## src/rtl/ssam_pkg.sv

```systemverilog
package ssam_pkg;
  typedef enum logic [1:0] {
    ST_IDLE = 2'd0,
    ST_RUN  = 2'd1,
    ST_HOLD = 2'd2
  } ssam_state_e;
endpackage

```

## src/rtl/ssam_step.sv

```systemverilog
// One add-or-shift step on the combined accumulator/multiplier register.
module ssam_step #(
  parameter int W = 8
) (
  input  logic [2*W-1:0] acc,
  input  logic [W-1:0]   mcand,
  output logic [2*W-1:0] acc_next
);
  localparam int AW = W + 1;

  logic [AW-1:0] addend;
  logic [AW-1:0] upper_sum;

  always_comb begin
    addend    = acc[0] ? {1'b0, mcand} : '0;
    upper_sum = {1'b0, acc[2*W-1:W]} + addend;
    // carry lands in the top bit, lower half moves down one place
    acc_next  = {upper_sum, acc[W-1:1]};
  end
endmodule

```

## src/rtl/ssam_counter.sv

```systemverilog
// Counts completed steps; flags the final one.
module ssam_counter #(
  parameter int W = 8
) (
  input  logic clk,
  input  logic rst,
  input  logic clear,
  input  logic step,
  output logic last
);
  localparam int CW = (W > 1) ? $clog2(W) : 1;
  localparam logic [CW-1:0] LAST_IDX = CW'(W - 1);

  logic [CW-1:0] cnt;

  always_ff @(posedge clk) begin
    if (rst || clear) cnt <= '0;
    else if (step)    cnt <= cnt + 1'b1;
  end

  assign last = step && (cnt == LAST_IDX);
endmodule

```

## src/rtl/ssam_ctrl.sv

```systemverilog
// Sequencer: accept, run W steps, hold result.
module ssam_ctrl
  import ssam_pkg::*;
(
  input  logic clk,
  input  logic rst,
  input  logic op_valid,
  input  logic last,
  output logic op_ready,
  output logic done,
  output logic load,
  output logic step
);
  ssam_state_e state, state_nx;

  always_comb begin
    op_ready = (state != ST_RUN);
    load     = op_valid && op_ready;
    step     = (state == ST_RUN);
    done     = (state == ST_HOLD);
    state_nx = state;
    unique case (state)
      ST_IDLE: if (load) state_nx = ST_RUN;
      ST_RUN:  if (last) state_nx = ST_HOLD;
      ST_HOLD: if (load) state_nx = ST_RUN;
      default: state_nx = ST_IDLE;
    endcase
  end

  always_ff @(posedge clk) begin
    if (rst) state <= ST_IDLE;
    else     state <= state_nx;
  end
endmodule

```

## src/rtl/seq_shift_add_mult.sv

```systemverilog
module seq_shift_add_mult #(
  parameter int W = 8
) (
  input  logic           clk,
  input  logic           rst,
  input  logic           op_valid,
  output logic           op_ready,
  input  logic [W-1:0]   multiplicand,
  input  logic [W-1:0]   multiplier,
  output logic           done,
  output logic [2*W-1:0] product
);
  localparam int PW = 2 * W;

  logic          load, step, last;
  logic [W-1:0]  mcand_q;
  logic [PW-1:0] acc_q, acc_nx;

  ssam_ctrl u_ctrl (
    .clk      (clk),
    .rst      (rst),
    .op_valid (op_valid),
    .last     (last),
    .op_ready (op_ready),
    .done     (done),
    .load     (load),
    .step     (step)
  );

  ssam_counter #(.W(W)) u_cnt (
    .clk   (clk),
    .rst   (rst),
    .clear (load),
    .step  (step),
    .last  (last)
  );

  ssam_step #(.W(W)) u_step (
    .acc      (acc_q),
    .mcand    (mcand_q),
    .acc_next (acc_nx)
  );

  always_ff @(posedge clk) begin
    if (rst) begin
      acc_q   <= '0;
      mcand_q <= '0;
    end else if (load) begin
      acc_q   <= {{W{1'b0}}, multiplier};
      mcand_q <= multiplicand;
    end else if (step) begin
      acc_q   <= acc_nx;
    end
  end

  assign product = acc_q;
endmodule

```

## config.mk

```make
export PLATFORM = sky130hd
export DESIGN_NAME = seq_shift_add_mult
export DESIGN_NICKNAME = d
export VERILOG_FILES = /design/src/rtl/ssam_pkg.sv /design/src/rtl/ssam_step.sv /design/src/rtl/ssam_counter.sv /design/src/rtl/ssam_ctrl.sv /design/src/rtl/seq_shift_add_mult.sv
export SDC_FILE = /design/constraint.sdc
export NUM_CORES = 1
export LEC_CHECK = 0
export ABC_AREA = 0
export BUFFER_PORTS_ARGS = -buffer_cell sky130_fd_sc_hd__buf_4
export CORE_UTILIZATION = 31
export CTS_CLUSTER_DIAMETER = 200
export DETAILED_ROUTE_END_ITERATION = 10
export SYNTH_ARGS = -nofsm -noshare
export SYNTH_HDL_FRONTEND = slang
export SYNTH_SLANG_ARGS = --single-unit
```

## constraint.sdc

```tcl
create_clock -name clk -period 3.2 [get_ports clk]
set_input_delay 0.8 -clock clk [delete_from_list [all_inputs] [get_ports clk]]
set_output_delay 0.8 -clock clk [all_outputs]
set_load 0.01 [all_outputs]
```

==> results_dict.tcl, run 1 <==
set metrics [dict create \
    status "finished, final reports clean" \
    p_per_area_mw_per_mm2 466 \
    yosys_warnings 0 \
    cts_resized 0 \
    finalNonFillerCells 281 \
    hold_path.class "reg2reg" \
    die_h_um 73.6 \
    antenna_found_initial 0 \
    post_dp_cell_area_mm2 0.00186 \
    diodes 0 \
    hold_viol 0 \
    synthCells 185 \
    cts.sinks 29 \
    nFillCells 510 \
    synth_edf_count 0 \
    postCtsSetupBuffers 0 \
    drive_above_1_share 0.238 \
    cts_root_buf "clkbuf_8" \
    port_buffers 36 \
    crit_fanout 10 \
    grt_setup_unrepaired "no" \
    grt_pass1_wl_mm 6.36 \
    synthDistinctLibCells 39 \
    syn-num-nets 215 \
    area_growth_pct 24.6 \
    htreeDepth 2 \
    wl_per_cell_um 12.9 \
    avgSynthCellArea_um2 8.59 \
    fmax_mhz 411 \
    async_reset_ff_frac 0 \
    power_leakage_uw 0.000910 \
    final_cell_area_mm2 0.00198 \
    dieArea_mm2 0.00542 \
    worst-setup-path-type "reg2reg" \
    period_needed_ns 2.43 \
    start_kind "flop" \
    place_hpwl_mm 2.58 \
    cap_violations 0 \
    grt_overflow_total 0 \
    vias 1403 \
    cts_tree "done" \
    cp.required_ns 3.37 \
    worstSkewPairLatency_ns 0.29 \
    antenna_left 0 \
    design.core.area_mm2 0.00482 \
    drt_iter0_drc 87 \
    routed_via_density 4.99 \
    fin_crit_sh 0.760 \
    nets 243 \
    start_util 0.330 \
    path_clk_slew_ns 0.07 \
    syn_area_mm2 0.00159 \
    relSlewSlack 0.601 \
    drv_slew 0 \
    skew_ns 0.00840 \
    setup_viol 0 \
    postCtsHoldBufs 0 \
    fin_setup_tns_ns 0 \
    drc_errors 0 \
    gp_congestion 0.842 \
    worstSetupEndpointType "flop" \
    grt_max_degree 28 \
    ys_seq_area_frac 0.365 \
    rows 25 \
    dr.pass1.iters 4 \
    ir_drop_v 0.000177 \
    track_usage 0.157 \
    yosys_most_used_dff "dfxtp_1" \
    grt_pass1_vias 1307 \
    post-route-util 0.411 \
    worstPathArrival_ns 2.60 \
    dp_cells 273 \
    tightest_slew_ns 0.595 \
    routed_wl_mm 3.62 \
    synth_seq_cells 29 \
    io_pins 37 \
    cts_made_buffers 5 \
    die_x_um 73.6 \
    clockBufferDepth 2 \
]
## critical path: stages (launching register included)
cell     delay (ns)
dfxtp_1        0.38
and2_1         0.19
ha_1           0.22
fa_1           0.43
a211o_1        0.34
a211o_1        0.31
and3_1         0.16
a311o_1        0.30
## registers in the layout (all words and copies together), names as in the netlist
signal        flops
mcand_q           8
u_cnt.cnt         3
u_ctrl.state      2
product          16
## path summary, 6_finish.rpt
kind,startpoint,end,slack [ns],cells after the start
max,product[0]$_SDFFE_PP0P_,product[13]$_SDFFE_PP0P_,0.77,7
max reg2reg,product[0]$_SDFFE_PP0P_,product[13]$_SDFFE_PP0P_,0.77,7
min,mcand_q[1]$_SDFFE_PP0N_,mcand_q[1]$_SDFFE_PP0N_,0.45,2
min reg2reg,mcand_q[1]$_SDFFE_PP0N_,mcand_q[1]$_SDFFE_PP0N_,0.45,2
## area by class of cell
class,instances,area (µm²),area share
Tap cell,67,83.8,0.0424
Inverter,3,11.3,0.00569
Clock inverter,1,30.0,0.0152
Sequential cell,29,581,0.293
Clock buffer,7,86.3,0.0436
Multi-Input combinational cell,136,902,0.456
Timing Repair Buffer,38,285,0.144
## power by group
| group | internal (µW) | leakage, µW | switching, µW |
|---|---|---|---|
| Sequential | 382 | 0.000237 | 15.7 |
| Clock | 254 | 0.0000585 | 143 |
| Combinational | 60.3 | 0.000614 | 67.5 |
## cell usage after synthesis (all sizes together), types with 2 or more instances
master	n	share of area
a211o	4	0.023
a211oi	12	0.057
a21o	2	0.0094
a21oi	14	0.044
a31oi	2	0.0079
and2	9	0.035
buf	11	0.046
clkbuf	6	0.014
dfxtp	29	0.37
ha	10	0.079
inv	3	0.0071
mux2i	8	0.050
nand2	17	0.042
nand3	11	0.035
nand3b	3	0.014
nor2	13	0.031
nor2b	3	0.012
nor3	5	0.016
nor4	2	0.0079
nor4b	2	0.011
o21ai	4	0.013
xnor2	2	0.011
## placed cells by master, fill, tap and decap left out, types with 2 or more instances in the layout
master    instances
dfxtp_1          29
buf_4            38
mux2i_1           8
nand2_1          16
a211oi_1         12
nor2b_1           3
nand3_1          11
o21ai_0           4
nor2_1           13
xnor2_1           2
a211o_1           3
a31oi_1           2
nor4_1            2
nor4b_1           2
ha_1             10
a21oi_1          14
inv_1             2
and2_1            9
nor3_1            5
clkbuf_8          6
nand3b_1          3
a21o_1            2
## metal layers
layer	GRT usage	wire length, µm	vias to the layer above
li1	-	-	715
met1	0.211	1800	649
met2	0.233	1570	33
met3	0.0508	204	6
met4	0.0577	55	0
met5	0	0	-
## metrics by stage
stage          power (µW)  hold slack (ns)  worst slack, ns
5_1_grt               965            0.475            0.672
3_3_place_gp          533            0.443            0.847
2_1_floorplan         491            0.432            0.899
4_1_cts               930            0.453            0.764
3_5_place_dp          534            0.444            0.795
6_report              922            0.452            0.768
## kinds of logic after synthesis
group / after synthesis / synth area share
DFF: 29 / 0.365
buffers and inverters: 20 / 0.0669
muxes: 8 / 0.0504
and+or+nand+nor: 69 / 0.219
adders and majority gates: 11 / 0.0913
AOI/OAI and AO/OA: 46 / 0.196
xor gates and xnor gates: 2 / 0.0110
No activity file was read; power rests on OpenSTA's default activity.
==> run 2, diff against run 1 <==
==> constraint.sdc (replaced) <==
create_clock -name clk -period 2.3 [get_ports clk]
set_input_delay 0.575 -clock clk [delete_from_list [all_inputs] [get_ports clk]]
set_output_delay 0.575 -clock clk [all_outputs]
set_load 0.01 [all_outputs]
==> run 2 against run 1 <==
  * Sequential power grew 39%
  * Maximum frequency grew 9.4%
  * Register-to-register slack lost 0.69 ns
  * Flip-flop and latch count is the same
  * Utilization grew 0.36 points
  * Final cell count grew 0.71%
  * Global-route usage shrank 1.3 points
  * Wire length shrank 3.2%
  * Final area grew 0.89%
  * Largest power group is now clock
==> results_dict.tcl, run 2 (synthesis results as in run 1) <==
set metrics [dict create \
    grt_max_degree 28 \
    worstSetupEndpointType "flop" \
    hold_slack_ns 0.450 \
    clockBufferDepth 2 \
    die_x_um 73.6 \
    area_growth_pct 25.7 \
    worstSkewPairLatency_ns 0.28 \
    skew_ns 0.00138 \
    worst-setup-path-type "reg2reg" \
    grt_pass1_vias 1272 \
    crit_start "product[0]$_SDFFE_PP0P_" \
    setup_viol 0 \
    wl_met3_um 143 \
    cts_resized 0 \
    routed_via_density 4.96 \
    nFillCells 515 \
    place_worst_setup_slack_ns 0.0860 \
    relSlewSlack 0.673 \
    status "finished, final reports clean" \
    largest_reg_flops 16 \
    wl_per_cell_um 12.4 \
    start_kind "flop" \
    multi_input_area_um2 905 \
    min_from "mcand_q[1]$_SDFFE_PP0N_" \
    cap_violations 0 \
    power_leakage_uw 0.000918 \
    worstPathArrival_ns 2.39 \
    ff_latch_area_um2 581 \
    tightest_slew_ns 0.487 \
    cts.sinks 29 \
    crit_fanout 3 \
    grt_overflow_total 0 \
    r2r_start "product[0]$_SDFFE_PP0P_" \
    dr.pass1.iters 4 \
    dieArea_mm2 0.00542 \
    design.core.area_mm2 0.00482 \
    antenna_left 0 \
    fin_crit_sh 0.967 \
    cp.required_ns 2.47 \
    drt_iter0_drc 67 \
    power_uw 1280 \
    antenna_found_initial 0 \
    path_clk_slew_ns 0.06 \
    cts_tree "done" \
    fin_ws_ns 0.0769 \
    grt_setup_unrepaired "no" \
    p_per_area_mw_per_mm2 643 \
    ir_drop_v 0.000342 \
    htreeDepth 2 \
    port_buffers 36 \
    vias 1404 \
    layout_commonest_cell "buf_4" \
    start_util 0.330 \
    fmax_mhz 450 \
    gp_congestion 0.792 \
    fin_setup_tns_ns 0 \
    layout_common_cells "40 x buf_4, 29 x dfxtp_1, 16 x nand2_1" \
    routed.top_layer "met4" \
    hold_viol 0 \
    diodes 0 \
    period_needed_ns 2.22 \
    drv_slew 0 \
    die_h_um 73.6 \
    postCtsHoldBufs 0 \
    drive_above_1_share 0.250 \
    grt_pass1_wl_mm 5.96 \
    rows 25 \
    wl_met1_mm 1.76 \
    place_hpwl_mm 2.56 \
    wl_met2_mm 1.55 \
    track_usage 0.144 \
    cts_made_buffers 5 \
    hold_path.class "reg2reg" \
    post-route-util 0.415 \
    cts_root_buf "clkbuf_8" \
    nets 245 \
    routed_wl_mm 3.51 \
    drc_errors 0 \
    io_pins 37 \
    postCtsSetupBuffers 0 \
]
run 2: stage by stage:
step           std cells  cell area [µm²]
2_1_floorplan        185             1590
3_3_place_gp         275             1880
3_5_place_dp         275             1880
4_1_cts              283             2000
5_1_grt              283             2000
6_report             283             2000
run 2: power by group:
group / total [µW] / internal [µW] / switching, µW
registers: 550 / 531 / 19.0
clock network: 551 / 353 / 198
logic: 184 / 87.7 / 96.2
total: 1280 / 971 / 313
run 2: metal layers:
layer / GRT usage / up-vias
li1: - / 717
met1: 0.199 / 646
met2: 0.212 / 34
met3: 0.0384 / 7
met4: 0.0577 / 0
met5: 0 / -
run 2: layout make-up:
class                   instances  share of cell area
well taps                      67              0.0420
clock buffers                   7              0.0432
clock inverters                 1              0.0150
repair buffers                 40               0.150
multi-input cells             136               0.453
flip-flops and latches         29               0.291
inverters                       3             0.00564
run 2: worst max-delay path, stage by stage (launching register included):
cell     delay (ns)
dfxtp_1        0.31
and2_1         0.15
ha_1           0.21
fa_2           0.37
a211o_1        0.32
a211o_1        0.29
and3_1         0.15
a311o_1        0.31
run 2: worst paths after layout:
path / endpoint / slack [ns] / cells past startpoint
setup / recovery: product[13]$_SDFFE_PP0P_ / 0.08 / 7
hold / removal: mcand_q[1]$_SDFFE_PP0N_ / 0.45 / 2
setup reg to reg: product[13]$_SDFFE_PP0P_ / 0.08 / 7
hold reg to reg: mcand_q[1]$_SDFFE_PP0N_ / 0.45 / 2
==> run 3, diff against run 2 <==
--- a/config.mk
+++ b/config.mk
@@ -7,9 +7,11 @@
 export LEC_CHECK = 0
 export ABC_AREA = 0
 export BUFFER_PORTS_ARGS = -buffer_cell sky130_fd_sc_hd__buf_4
-export CORE_UTILIZATION = 31
+export CAP_MARGIN = 20
+export CORE_UTILIZATION = 53
 export CTS_CLUSTER_DIAMETER = 200
 export DETAILED_ROUTE_END_ITERATION = 10
+export PLACE_DENSITY = 0.79
 export SYNTH_ARGS = -nofsm -noshare
 export SYNTH_HDL_FRONTEND = slang
 export SYNTH_SLANG_ARGS = --single-unit
==> run 3 against run 2 <==
  * Die area decreased by 41%
  * Worst setup slack gained 0.0048 ns
  * Critical path depth did not move
  * Critical endpoint unchanged
  * Wire length down 0.74%
  * Maximum frequency up 0.22%
  * Final cell count shrank 12%
  * Register-to-register slack is essentially flat
  * Combinational power about the same
  * The flow now finishes with violations (design-rule violations)
  * Clock skew is 0.0099 ns higher
  * Flip-flop and latch count stayed put
  * Largest cell class unchanged
  * Sequential share of layout area rose by 1.4 points
==> results_dict.tcl, run 3 (synthesis results as in run 1) <==
set metrics [dict create \
    cp_cell_sequence "and2_1, ha_2, fa_2, a211o_1, a211o_1, and3_1, a311o_1" \
    drive_above_1_share 0.261 \
    die_h_um 56.8 \
    min_from "mcand_q[2]$_SDFFE_PP0N_" \
    rrSetupSlack_ns 0.08 \
    ir_drop_v 0.000410 \
    fmax_mhz 451 \
    clockBufferDepth 2 \
    relSlewSlack 0.691 \
    whs_endpoint "mcand_q[2]$_SDFFE_PP0N_" \
    setup_viol 0 \
    comb_power_share 0.181 \
    postCtsHoldBufs 0 \
    crit_path_max_incr_delay_ns 0.38 \
    worstPathArrival_ns 2.43 \
    routed_wl_mm 3.48 \
    rr_endpoint "product[13]$_SDFFE_PP0P_" \
    crit_start "product[0]$_SDFFE_PP0P_" \
    multi_input_area_um2 907 \
    place_hpwl_mm 2.51 \
    cts.sinks 29 \
    layout_commonest_cell "buf_4" \
    fin_crit_sh 0.964 \
    largest_reg_flops 16 \
    r2r_start "product[0]$_SDFFE_PP0P_" \
    die_x_um 56.8 \
    hold_viol 0 \
    drc_errors 4 \
    routed_via_density 5.70 \
    gp_congestion 0.853 \
    io_pins 37 \
    cp.required_ns 2.51 \
    violations "design-rule violations" \
    area_growth_pct 19.8 \
    p_per_area_mw_per_mm2 536 \
    nets 247 \
    finalNonFillerCells 249 \
    port_buffers 36 \
    skew_ns 0.0112 \
    reg2regPathDepth 7 \
    start_util 0.566 \
    power_uw 1020 \
    fin_setup_tns_ns 0 \
    worstSetupEndpointType "flop" \
    design.core.area_mm2 0.00281 \
    grt_max_degree 28 \
    crit_buf_inv 0 \
    grt_pass1_vias 1358 \
    grt_setup_unrepaired "no" \
    dieArea_mm2 0.00322 \
    dp_cells 239 \
    nFillCells 248 \
    diodes 0 \
    dr.pass1.iters 7 \
    whs_path_depth 2 \
    power_frac_seq 0.538 \
    htreeDepth 2 \
    hold_path.class "reg2reg" \
    hold_slack_ns 0.454 \
    drt_iter0_drc 45 \
    period_needed_ns 2.22 \
    wl_per_cell_um 14.0 \
    start_kind "flop" \
    antenna_left 0 \
    post_dp_cell_area_mm2 0.00184 \
    drv_slew 0 \
    crit_fanout 3 \
    cap_violations 0 \
    pwr-share-clk 0.281 \
    crit_top_cell "a211o_1" \
    track_usage 0.238 \
    tightest_slew_ns 0.460 \
    power_leakage_uw 0.000900 \
    ff_latch_area_um2 581 \
    path_clk_slew_ns 0.09 \
    rows 19 \
    vias 1420 \
    final_cell_area_mm2 0.00190 \
    antenna_found_initial 0 \
    switching_share 0.282 \
    p_switching_uw 288 \
    cts_root_buf "clkbuf_4" \
    layout_common_cells "42 x buf_4, 29 x dfxtp_1, 16 x nand2_1" \
    status "complete, but fails checks" \
    cts_made_buffers 5 \
    cts_tree "done" \
    worstSkewPairLatency_ns 0.32 \
    cp_top_family "compound AO/OA/AOI/OAI gates" \
    grt_pass1_wl_mm 5.97 \
    intPower_uw 733 \
    crit_slowest_cell "fa_2" \
    worst-setup-path-type "reg2reg" \
    grt_overflow_total 0 \
]
## run 3: changes by cell type in the layout (fill, tap and decap cells not counted), sizes merged
cell | before | now
clkbuf | 7 | 6
buf | 40 | 42
clkinv | 0 | 2
bufinv | 1 | 0
## run 3: cell type report
class                           instances  area share
Multi-Input combinational cell        136       0.476
Sequential cell                        29       0.305
Timing Repair Buffer                   42       0.166
Clock buffer                            6      0.0217
Tap cell                               31      0.0204
Inverter                                3     0.00591
Clock inverter                          2     0.00526
## run 3: what timing repair did
item | CTS | global route
setup endpoints to repair | 0 | 1
setup buffers | 0 | 2
resized for setup | 0 | 1
## run 3: per-stage QoR
stage	utilization	setup slack, ns
after floorplan	-	0.0575
after global placement	0.654	0.118
after detailed placement	0.654	0.0751
after CTS	0.673	0.0508
after global routing	0.679	0.00492
final	0.679	0.0818
## run 3: worst min-delay path: stages, from the launching register on
cell and delay (ns):
dfxtp_1 0.32, nand2_1 0.05, a21oi_1 0.05
## run 3: power groups by stage
stage | clock [µW] | sequential (µW) | combinational [µW]
final | 286 | 549 | 185
after global routing | 315 | 553 | 206
after CTS | 294 | 549 | 186
after detailed placement | 0 | 560 | 185
after global placement | 0 | 559 | 180
after floorplan | 0 | 560 | 123
## run 3: routing by layer
| metal | GRT usage | share of wire |
|---|---|---|
| met5 | 0 | 0 |
| met1 | 0.304 | 0.45 |
| met3 | 0.0783 | 0.056 |
| met4 | 0.0836 | 0.0086 |
| met2 | 0.376 | 0.49 |
## run 3: worst max path at each step
stage                               endpoint  slack, ns  depth (start not counted)
floorplan           product[13]$_SDFFE_PP0P_       0.06                          7
finish              product[13]$_SDFFE_PP0P_       0.08                          7
global route        product[13]$_SDFFE_PP0P_      0.005                          7
global placement    product[13]$_SDFFE_PP0P_       0.12                          7
detailed placement  product[13]$_SDFFE_PP0P_       0.08                          7
CTS                 product[13]$_SDFFE_PP0P_       0.05                          7
